===== config.mk =====
export PLATFORM = sky130hd
export DESIGN_NAME = wb_slice_packer
export DESIGN_NICKNAME = d
export VERILOG_FILES = /design/src/rtl/wbsp_pkg.sv /design/src/rtl/wbsp_narrow.sv /design/src/rtl/wbsp_scatter.sv /design/src/rtl/wb_slice_packer.sv
export SDC_FILE = /design/constraint.sdc
export NUM_CORES = 1
export LEC_CHECK = 0
export BUFFER_PORTS_ARGS = -buffer_cell sky130_fd_sc_hd__buf_2
export CELL_PAD_IN_SITES_DETAIL_PLACEMENT = 1
export CELL_PAD_IN_SITES_GLOBAL_PLACEMENT = 2
export CORE_MARGIN = 2
export CORE_UTILIZATION = 38
export DETAILED_ROUTE_END_ITERATION = 10
export GPL_TIMING_DRIVEN = 0
export HOLD_SLACK_MARGIN = 0.15
export PLACE_DENSITY = 0.92
export RECOVER_POWER = 50
export REMOVE_ABC_BUFFERS = 1
export SLEW_MARGIN = 0
export SYNTH_ARGS = -nofsm -noshare
export SYNTH_HDL_FRONTEND = slang
export SYNTH_HIERARCHICAL = 1
export SYNTH_SLANG_ARGS = --single-unit

===== constraint.sdc =====
create_clock -name clk -period 13.3 [get_ports clk]
set_clock_uncertainty 0.15 [all_clocks]
set_input_delay 1.33 -clock clk [delete_from_list [all_inputs] [get_ports clk]]
set_output_delay 1.33 -clock clk [all_outputs]
set_load 0.05 [all_outputs]

===== src/rtl/wbsp_pkg.sv =====
package wbsp_pkg;

    localparam int unsigned WORD_W  = 32;
    localparam int unsigned SLICE_W = 4;
    localparam int unsigned SLICES  = WORD_W / SLICE_W;
    localparam int unsigned RANK_W  = $clog2(2 * SLICES + 1);

    localparam int unsigned SRC_EXP_W  = 8;
    localparam int unsigned SRC_MAN_W  = 23;
    localparam int unsigned SRC_BIAS   = 127;
    localparam int unsigned SRC_EXPMAX = (1 << SRC_EXP_W) - 1;

    typedef enum logic [2:0] {
        FMT_W32 = 3'd0,
        FMT_W28 = 3'd1,
        FMT_W24 = 3'd2,
        FMT_W20 = 3'd3,
        FMT_W16 = 3'd4,
        FMT_W12 = 3'd5,
        FMT_W8  = 3'd6
    } fmt_e;

    typedef struct packed {
        logic [WORD_W-1:0] data;
        logic [SLICES-1:0] mask0;
        logic [SLICES-1:0] mask1;
    } slice_set_t;

    function automatic int unsigned fmt_man_bits(input logic [2:0] code);
        case (code)
            3'd1:    return 20;
            3'd2:    return 17;
            3'd3:    return 14;
            3'd4:    return 10;
            3'd5:    return 7;
            3'd6:    return 4;
            default: return 23;
        endcase
    endfunction

    function automatic int unsigned fmt_exp_bits(input logic [2:0] code);
        case (code)
            3'd1:    return 7;
            3'd2:    return 6;
            3'd3:    return 5;
            3'd4:    return 5;
            3'd5:    return 4;
            3'd6:    return 3;
            default: return 8;
        endcase
    endfunction

    function automatic logic [RANK_W-1:0] pop_slices(input logic [SLICES-1:0] m);
        logic [RANK_W-1:0] n;
        n = '0;
        for (int i = 0; i < int'(SLICES); i++) begin
            n = n + RANK_W'(m[i]);
        end
        return n;
    endfunction

endpackage


===== src/rtl/wbsp_narrow.sv =====
module wbsp_narrow
    import wbsp_pkg::*;
(
    input  logic [WORD_W-1:0] src,
    input  logic [2:0]        fmt,
    output logic [WORD_W-1:0] narrow
);
    logic                 sgn;
    logic [SRC_EXP_W-1:0] exp_in;
    logic [SRC_MAN_W-1:0] frac_in;
    int unsigned          eb;
    int unsigned          mb;
    int                   rebiased;
    int                   exp_top;
    logic [WORD_W-1:0]    man_cut;
    logic [WORD_W-1:0]    exp_out;
    logic [WORD_W-1:0]    man_out;

    assign sgn     = src[WORD_W-1];
    assign exp_in  = src[WORD_W-2 -: SRC_EXP_W];
    assign frac_in = src[SRC_MAN_W-1:0];

    always_comb begin
        eb       = fmt_exp_bits(fmt);
        mb       = fmt_man_bits(fmt);
        exp_top  = (1 << eb) - 1;
        rebiased = int'({24'd0, exp_in}) - int'(SRC_BIAS) + ((1 << (eb - 1)) - 1);
        man_cut  = {9'd0, frac_in} >> (SRC_MAN_W - mb);
        exp_out  = '0;
        man_out  = '0;
        if (exp_in == SRC_EXP_W'(SRC_EXPMAX)) begin
            exp_out = WORD_W'(exp_top);
            if (frac_in != '0) begin
                man_out = man_cut | (WORD_W'(1) << (mb - 1));
            end
        end else if (exp_in == '0) begin
            exp_out = '0;
        end else if (rebiased >= exp_top) begin
            exp_out = WORD_W'(exp_top);
        end else if (rebiased > 0) begin
            exp_out = WORD_W'(rebiased);
            man_out = man_cut;
        end
        narrow = ({{(WORD_W-1){1'b0}}, sgn} << (eb + mb)) | (exp_out << mb) | man_out;
    end

endmodule


===== src/rtl/wbsp_scatter.sv =====
module wbsp_scatter
    import wbsp_pkg::*;
(
    input  logic [WORD_W-1:0] src,
    input  logic [SLICES-1:0] mask,
    input  logic [RANK_W-1:0] base,
    output logic [WORD_W-1:0] word,
    output logic [SLICES-1:0] we
);
    always_comb begin
        int unsigned rank;
        rank = int'(base);
        word = '0;
        for (int s = 0; s < int'(SLICES); s++) begin
            if (mask[s]) begin
                if (rank < SLICES) begin
                    word[s*SLICE_W +: SLICE_W] = src[rank*SLICE_W +: SLICE_W];
                end
                rank = rank + 1;
            end
        end
        we = mask;
    end

endmodule


===== src/rtl/wb_slice_packer.sv =====
module wb_slice_packer
    import wbsp_pkg::*;
#(
    parameter int unsigned PREG_W = 8
) (
    input  logic              clk,
    input  logic              rst,
    input  logic              in_valid,
    input  logic              in_is_float,
    input  logic [2:0]        in_fmt,
    input  logic [31:0]       in_value,
    input  logic [7:0]        in_mask0,
    input  logic [7:0]        in_mask1,
    input  logic [PREG_W-1:0] in_preg0,
    input  logic [PREG_W-1:0] in_preg1,
    output logic              out_valid,
    output logic [PREG_W-1:0] out_preg0,
    output logic [PREG_W-1:0] out_preg1,
    output logic [31:0]       out_word0,
    output logic [7:0]        out_we0,
    output logic [31:0]       out_word1,
    output logic [7:0]        out_we1
);
    localparam int unsigned PATHS = 2;

    logic [WORD_W-1:0] narrowed;
    logic              cv_valid;
    slice_set_t        cv_set;
    logic [PREG_W-1:0] cv_preg0;
    logic [PREG_W-1:0] cv_preg1;

    logic              pl_valid;
    slice_set_t        pl_set;
    logic [PREG_W-1:0] pl_preg0;
    logic [PREG_W-1:0] pl_preg1;

    logic [SLICES-1:0] path_mask [PATHS];
    logic [RANK_W-1:0] path_base [PATHS];
    logic [WORD_W-1:0] path_word [PATHS];
    logic [SLICES-1:0] path_we   [PATHS];

    wbsp_narrow u_narrow (
        .src    (in_value),
        .fmt    (in_fmt),
        .narrow (narrowed)
    );

    // Conversion stage: floats only.
    always_ff @(posedge clk) begin
        if (rst) begin
            cv_valid <= 1'b0;
            cv_set   <= '0;
            cv_preg0 <= '0;
            cv_preg1 <= '0;
        end else begin
            cv_valid <= in_valid && in_is_float;
            if (in_valid && in_is_float) begin
                cv_set   <= '{data: narrowed, mask0: in_mask0, mask1: in_mask1};
                cv_preg0 <= in_preg0;
                cv_preg1 <= in_preg1;
            end
        end
    end

    // Placement source: converted float has the slot, else a raw integer.
    always_comb begin
        if (cv_valid) begin
            pl_valid = 1'b1;
            pl_set   = cv_set;
            pl_preg0 = cv_preg0;
            pl_preg1 = cv_preg1;
        end else begin
            pl_valid = in_valid && !in_is_float;
            pl_set   = '{data: in_value, mask0: in_mask0, mask1: in_mask1};
            pl_preg0 = in_preg0;
            pl_preg1 = in_preg1;
        end
    end

    assign path_mask[0] = pl_set.mask0;
    assign path_mask[1] = pl_set.mask1;
    assign path_base[0] = '0;
    assign path_base[1] = pop_slices(pl_set.mask0);

    for (genvar g = 0; g < PATHS; g++) begin : g_path
        wbsp_scatter u_scatter (
            .src  (pl_set.data),
            .mask (path_mask[g]),
            .base (path_base[g]),
            .word (path_word[g]),
            .we   (path_we[g])
        );
    end

    always_ff @(posedge clk) begin
        if (rst) begin
            out_valid <= 1'b0;
            out_preg0 <= '0;
            out_preg1 <= '0;
            out_word0 <= '0;
            out_we0   <= '0;
            out_word1 <= '0;
            out_we1   <= '0;
        end else begin
            out_valid <= pl_valid;
            out_preg0 <= pl_preg0;
            out_preg1 <= pl_preg1;
            out_word0 <= pl_valid ? path_word[0] : '0;
            out_we0   <= pl_valid ? path_we[0]   : '0;
            out_word1 <= pl_valid ? path_word[1] : '0;
            out_we1   <= pl_valid ? path_we[1]   : '0;
        end
    end

endmodule


==> results of run 1 <==
logic make-up (layout without fill, tap and decap cells):
kind of cell               after synthesis  in the layout  share of synthesized area
adders and majority gates              134            134                     0.0810
AOI/OAI and AO/OA                      765            765                      0.243
xor gates and xnor gates               101            101                     0.0567
DFF                                    162            162                      0.153
other                                    2             38                   0.000353
and+or+nand+nor                        854            854                      0.196
muxes                                  290            290                      0.199
buffers and inverters                  333            347                     0.0714
synthesized netlist by cell type, drive strengths merged, types with 6 or more instances:
| cell | count |
|---|---|
| a21oi | 283 |
| nand2 | 276 |
| nor2 | 171 |
| dfxtp | 162 |
| inv | 133 |
| mux2i | 133 |
| ha | 128 |
| nand3 | 119 |
| buf | 105 |
| o21ai | 104 |
| mux4 | 94 |
| nand2b | 93 |
| clkbuf | 91 |
| a21bo | 65 |
| mux2 | 63 |
| xnor2 | 62 |
| nor3 | 48 |
| nand4 | 38 |
| o211ai | 35 |
| a211oi | 32 |
| xor2 | 31 |
| o22ai | 28 |
| a22oi | 27 |
| a21o | 21 |
| and2 | 18 |
| a211o | 15 |
| o221ai | 15 |
| nor4 | 14 |
| o31ai | 14 |
| a31oi | 13 |
| and3 | 13 |
| nor2b | 13 |
| a221oi | 12 |
| a32oi | 12 |
| o21a | 12 |
| and4 | 8 |
| o21bai | 8 |
| or3 | 8 |
| nand3b | 7 |
| o2111ai | 7 |
| a221o | 6 |
| fa | 6 |
| nor3b | 6 |
| o211a | 6 |
| xnor3 | 6 |
power groups by stage:
stage               combinational, mW  clock [mW]  sequential [mW]
finish                           3.11       0.508            0.524
global route                     3.32       0.539            0.527
CTS                              3.06       0.521            0.524
detailed placement               3.04           0            0.535
global placement                 2.88           0            0.535
floorplan                        2.24           0            0.587
worst register-to-register path, delay by kind of cell, from the launching register on:
kind | cells | cell delay (ps)
DFF | 1 | 670
and+or+nand+nor | 5 | 520
buffers and inverters | 8 | 1480
muxes | 4 | 2640
adders and majority gates | 12 | 4610
AOI/OAI and AO/OA | 7 | 2090
metrics by stage:
step           total power, mW  TNS [ps]  setup slack [ps]  utilization
6_report                  4.14         0               573        0.415
5_1_grt                   4.39         0               127        0.415
4_1_cts                   4.11         0               176        0.416
3_5_place_dp              3.57     -2760              -687        0.405
3_3_place_gp              3.42    -64450             -2860        0.401
2_1_floorplan             2.82         0              1090            -
registers in the layout, summed over array words and instances, names as in the netlist:
signal,count
cv_set,48
out_word0,32
out_word1,32
cv_preg0,8
cv_preg1,8
out_preg0,8
out_preg1,8
out_we0,8
out_we1,8
cv_valid,1
out_valid,1
cell usage in the layout, fill, tap and decap left out, types with 82 or more instances in the layout:
cell,instances
nor2_1,168
o21ai_0,97
a21oi_1,281
ha_1,128
nand2b_1,92
nand2_1,275
mux2i_1,129
inv_1,125
clkbuf_1,82
nand3_1,119
dfxtp_1,161
path summary, 6_finish.rpt:
path	endpoint	slack (ps)
setup / recovery	cv_set[27]$_SDFFE_PP0P_	570
hold / removal	out_preg1[2]$_SDFF_PP0_	340
setup reg to reg	out_word1[30]$_SDFF_PP0_	990
hold reg to reg	out_preg1[2]$_SDFF_PP0_	340
layer usage:
| layer | wire (microns) | GRT usage |
|---|---|---|
| met1 | 35300 | 0.358 |
| met2 | 41400 | 0.498 |
| met3 | 5160 | 0.0341 |
| met4 | 2820 | 0.101 |
| met5 | 0 | 0 |
final cells by class:
| type | instances | area (sq um) |
|---|---|---|
| repair inverters | 2 | 10.0 |
| well taps | 748 | 936 |
| multi-input cells | 2181 | 16700 |
| fillers | 6764 | 32300 |
| clock inverters | 15 | 171 |
| flip-flops and latches | 162 | 3250 |
| inverters | 136 | 519 |
| repair buffers | 177 | 918 |
| clock buffers | 17 | 425 |
| diodes | 1 | 2.50 |
timing repair:
| action | CTS | global route |
|---|---|---|
| hold buffers | 0 | 0 |
| cloned | 0 | 2 |
| resized for setup | 1 | 6 |
| endpoints found under the setup margin | 2 | 12 |
==> impl_metrics.py, run 1 <==
metrics = {
    "run_status": {
        "status": "finished with violations",
        "violations": "max-capacitance violations, max-slew violations",
    },
    "setup_path": {
        "worstPathArrival_ps": 12910,
        "crit_buf_inv": 3,
        "cpMostUsedCell": "ha_1",
        "r2r_cells": 36,
        "endpoint_kind": "flop",
        "worstSetupPathType": "input pin to flop",
        "crit_required_ps": 13490,
        "path_max_fanout": 54,
        "crit_slowest_cell": "nor2_1",
        "start_kind": "input pin",
        "cpPeakStageDelay_ps": 1010,
        "cp.depth": 32,
        "r2r-start": "cv_valid$_SDFF_PP0_",
        "cp_top_family": "simple AND/OR/NAND/NOR gates",
        "startpoint": "in_fmt[1]",
    },
    "clock_network": {
        "cts_tree": "built",
        "cts_max_level": 4,
        "clkLatencyLatePin_ps": 460,
        "cts_setup_buffers": 0,
        "cts_root_buf": "clkbuf_16",
        "clkSlewWorstSetupHoldPaths_ps": 70,
        "cts_max_path_buffers": 2,
        "numCtsBuffers": 17,
        "cts_num_sinks": 162,
    },
    "placement": {
        "dpl_cell_area_sq_mm": 0.0223,
        "dp.cells": 3402,
        "routabilityCongestion": 0.967,
        "dpl.hpwl_microns": 61900,
        "io_buffers": 167,
    },
    "floorplan": {
        "num_rows": 86,
        "boundaryPins": 168,
        "dieWidth_microns": 241,
        "die-height_microns": 241,
        "dieArea_sq_mm": 0.0579,
        "core-area_sq_mm": 0.0552,
        "start_util": 0.385,
    },
    "routing": {
        "finalWirelength_microns": 84700,
        "drcViolationCount": 0,
        "vias": 21500,
        "viasPerCell": 6.26,
        "first_pass_iters": 6,
        "route.antenna.remaining_nets": 0,
        "wire_per_inst_microns": 24.6,
        "drt-initial-drc-count": 1608,
    },
    "grt": {
        "antenna_found_initial": 1,
        "grt-ovfl-total": 0,
        "grt_max_degree": 108,
        "grt_use_total": 0.284,
        "grt_pass1_vias": 21600,
        "grt_first_pass_wirelength_microns": 128000,
    },
    "pwr": {
        "swShare": 0.509,
        "intPower_mw": 2.04,
        "pwr-share-clk": 0.123,
        "peakVddDrop_uv": 123,
        "p_comb_frac": 0.751,
        "switchingPower_mw": 2.11,
        "p_leak_nw": 8.98,
        "power-per-cell-area_mw_per_mm2": 181,
        "pwr-share-seq": 0.126,
    },
    "timing": {
        "hold_viol_final": 0,
        "maxSlewViolCount": 165,
        "fin_hold_ws_ps": 343,
        "setup_violations": 0,
        "fin_crit_ps": 12730,
        "tightest_slew_ps": 3890,
        "grt_setup_unrepaired": "false",
        "timing.final.crit_share": 0.957,
        "fmax_mhz": 78.6,
        "maxSlewHeadroom": -1.59,
    },
    "synth": {
        "synth_top_area_frac": 0.153,
        "dominantRegCellSynth": "dfxtp_1",
        "synth_area_per_cell_sq_um": 8.05,
        "postSynth.asyncResetShare": 0,
        "synth_area_sq_mm": 0.0213,
        "synthTopCellsByArea": "dfxtp_1 15%, mux4_2 8.6%, ha_1 7.5%",
        "ys_types": 118,
        "synth.largest_area_cell": "dfxtp_1",
        "synth-edff-count": 0,
        "synth_cells": 2641,
        "yosys_warnings": 6,
        "synth.yosys.seq_area_share": 0.153,
        "ys_seq_elements": 162,
    },
    "job": {
        "maxCapViolCount": 2,
    },
    "hold_path": {
        "hold_start": "cv_preg1[2]$_SDFFE_PP0P_",
        "min_path_cells": 2,
        "min_path_type": "flop to flop",
    },
    "finish": {
        "nets": 2882,
        "drive_above_1_share": 0.156,
        "area_growth_pct": 7.75,
        "fin_cells": 3439,
        "final_area_sq_mm": 0.0229,
    },
}
(Power assumes the default switching activity.)
==> run 2: changes to the inputs <==
--- a/config.mk
+++ b/config.mk
@@ -5,15 +5,16 @@
 export SDC_FILE = /design/constraint.sdc
 export NUM_CORES = 1
 export LEC_CHECK = 0
+export ABC_AREA = 1
 export BUFFER_PORTS_ARGS = -buffer_cell sky130_fd_sc_hd__buf_2
 export CELL_PAD_IN_SITES_DETAIL_PLACEMENT = 1
 export CELL_PAD_IN_SITES_GLOBAL_PLACEMENT = 2
 export CORE_MARGIN = 2
-export CORE_UTILIZATION = 38
+export CORE_UTILIZATION = 33
 export DETAILED_ROUTE_END_ITERATION = 10
 export GPL_TIMING_DRIVEN = 0
 export HOLD_SLACK_MARGIN = 0.15
-export PLACE_DENSITY = 0.92
+export PLACE_DENSITY = 0.93
 export RECOVER_POWER = 50
 export REMOVE_ABC_BUFFERS = 1
 export SLEW_MARGIN = 0
==> impl_metrics.py, run 2 <==
metrics = {
    "run_status": {
        "status": "finished with violations",
        "violations": "max-capacitance violations, max-slew violations",
    },
    "timing": {
        "grt_setup_unrepaired": "false",
        "timing.final.crit_share": 0.902,
        "maxSlewHeadroom": -1.21,
        "fmax_mhz": 83.4,
        "fin_crit_ps": 12000,
        "setup_violations": 0,
        "fin_hold_ws_ps": 312,
        "tightest_slew_ps": 3310,
        "maxSlewViolCount": 101,
        "worst_slack_ps": 1300,
        "hold_viol_final": 0,
        "setup_tns_ps": 0,
    },
    "setup_path": {
        "r2r_slack_ps": 1300,
        "cpPeakStageDelay_ps": 690,
        "crit_required_ps": 13510,
        "r2r_cells": 44,
        "cpMostUsedCell": "nand2_1",
        "crit_buf_inv": 11,
        "start_kind": "flop",
        "r2r-start": "cv_valid$_SDFF_PP0_",
        "worstPathArrival_ps": 12200,
        "worstSetupPathType": "flop to flop",
        "startpoint": "cv_valid$_SDFF_PP0_",
        "cp_top_family": "adder cells",
        "path_max_fanout": 61,
        "r2r_end": "out_word1[29]$_SDFF_PP0_",
        "endpoint_kind": "flop",
        "crit_slowest_cell": "dfxtp_2",
    },
    "synth": {
        "yosys_warnings": 6,
        "synth_cells": 4038,
        "synthTopCellsByArea": "nand2_1 18%, dfxtp_1 14%, inv_1 8.9%",
        "synth_common_cells": "1106 x nand2_1, 532 x inv_1, 398 x nand3_1",
        "synth_top_area_frac": 0.184,
        "dominantRegCellSynth": "dfxtp_1",
        "synth_area_sq_mm": 0.0226,
        "postSynth.asyncResetShare": 0,
        "synth.yosys.seq_area_share": 0.144,
        "ys_types": 70,
        "synth-edff-count": 0,
        "synth.largest_area_cell": "nand2_1",
        "ys_seq_elements": 162,
        "synth_area_per_cell_sq_um": 5.59,
        "synthMostInstantiatedCell": "nand2_1",
    },
    "grt": {
        "grt_first_pass_wirelength_microns": 148000,
        "antenna_found_initial": 4,
        "grt_use_total": 0.265,
        "grt_max_degree": 82,
        "grt_pass1_vias": 26000,
        "grt-ovfl-total": 0,
    },
    "clock_network": {
        "cts_tree": "built",
        "numCtsBuffers": 17,
        "cts_max_level": 4,
        "cts_max_path_buffers": 2,
        "cts_setup_buffers": 0,
        "cts_resized": 0,
        "clkLatencyLatePin_ps": 500,
        "cts_root_buf": "clkbuf_16",
        "cts_num_sinks": 162,
        "clkSlewWorstSetupHoldPaths_ps": 80,
        "ctsHoldBuffers": 0,
    },
    "finish": {
        "layout_commonest_cell": "nand2_1",
        "fin_cells": 4984,
        "drive_above_1_share": 0.0810,
        "nets": 4301,
        "final_area_sq_mm": 0.0243,
        "reg_top3": "cv_set: 48 flops, out_word0: 32 flops, out_word1: 32 flops",
        "final_cell_mix": "1105 x nand2_1, 533 x inv_1, 398 x nand3_1",
        "area_growth_pct": 7.69,
        "largest_reg_flops": 48,
        "largest_register": "cv_set",
        "final_util": 0.360,
    },
    "routing": {
        "finalWirelength_microns": 94700,
        "vias": 26800,
        "drcViolationCount": 0,
        "route.antenna.remaining_nets": 0,
        "wire_per_inst_microns": 19.0,
        "drt-initial-drc-count": 2097,
        "first_pass_iters": 7,
        "viasPerCell": 5.37,
    },
    "job": {
        "maxCapViolCount": 2,
    },
    "floorplan": {
        "start_util": 0.335,
        "dieWidth_microns": 265,
        "boundaryPins": 168,
        "core-area_sq_mm": 0.0674,
        "dieArea_sq_mm": 0.0705,
        "num_rows": 95,
        "die-height_microns": 265,
    },
    "hold_path": {
        "hold_start": "cv_set[6]$_SDFFE_PP0P_",
        "min_path_type": "flop to flop",
        "min_to": "cv_set[6]$_SDFFE_PP0P_",
        "min_path_cells": 2,
    },
    "placement": {
        "dp.cells": 4950,
        "io_buffers": 167,
        "dpl_cell_area_sq_mm": 0.0238,
        "dpl.hpwl_microns": 73700,
        "dp_slack_ps": 1250,
        "routabilityCongestion": 0.962,
    },
    "pwr": {
        "power-per-cell-area_mw_per_mm2": 148,
        "peakVddDrop_uv": 92.2,
        "p_total_mw": 3.59,
        "p_leak_nw": 11.8,
    },
}
==> run 2: cell types whose count changed after synthesis, sizes merged, moves of 93 or more <==
cell,before,now
o21ai,104,369
inv,133,575
mux4,94,0
nand3,119,427
nand2b,93,0
nand2,276,1183
nor2,171,399
mux2i,133,4
==> run 2: area by class of cell <==
type                    count  area (sq um)
clock buffers              17           425
clock inverters            15           179
flip-flops and latches    162          3240
repair buffers            173           836
inverters                 591          2240
fillers                  9400         43100
multi-input cells        3151         16300
diodes                      2          5.00
well taps                 873          1090
==> run 2: worst register-to-register path, delay by kind of cell (launching register included) <==
family / cells / cell delay, ps
AO/OA/AOI/OAI: 2 / 830
adder cells (fa/ha/maj): 12 / 4480
buffers and inverters: 11 / 2050
flip-flops: 1 / 690
AND/OR/NAND/NOR: 19 / 3630
==> run 2: where the power goes <==
part           leakage (nW)  internal (mW)  switching, mW
clock network         0.294          0.254          0.258
registers              1.32          0.511         0.0110
logic                  10.2          0.722           1.84
total                  11.8           1.49           2.10
==> run 2: how the worst max path moves through the flow <==
stage                     slack [ps]                        to  depth (start not counted)
after global routing             590  out_word1[28]$_SDFF_PP0_                         44
final                           1300  out_word1[29]$_SDFF_PP0_                         44
after detailed placement        1250  out_word1[28]$_SDFF_PP0_                         44
after global placement          -570  out_word1[28]$_SDFF_PP0_                         44
after floorplan                 2950  out_word1[28]$_SDFF_PP0_                         44
after CTS                       1440  out_word1[28]$_SDFF_PP0_                         44
==> run 2: cells by family (layout without fill, tap and decap cells) <==
family                   after synthesis  in the layout  synth area share
AO/OA/AOI/OAI                        805            805             0.195
XOR/XNOR                              27             27            0.0121
adder cells (fa/ha/maj)              134            134            0.0763
buffers and inverters                762            796             0.142
flip-flops                           162            162             0.144
multiplexers                           4              4           0.00177
other                                  2             41          0.000333
AND/OR/NAND/NOR                     2142           2142             0.429
==> run 2: metal layers <==
metal | routed length, microns | GRT usage
met5 | 0 | 0
met2 | 43800 | 0.445
met4 | 2420 | 0.0771
met1 | 43000 | 0.358
met3 | 5470 | 0.0275
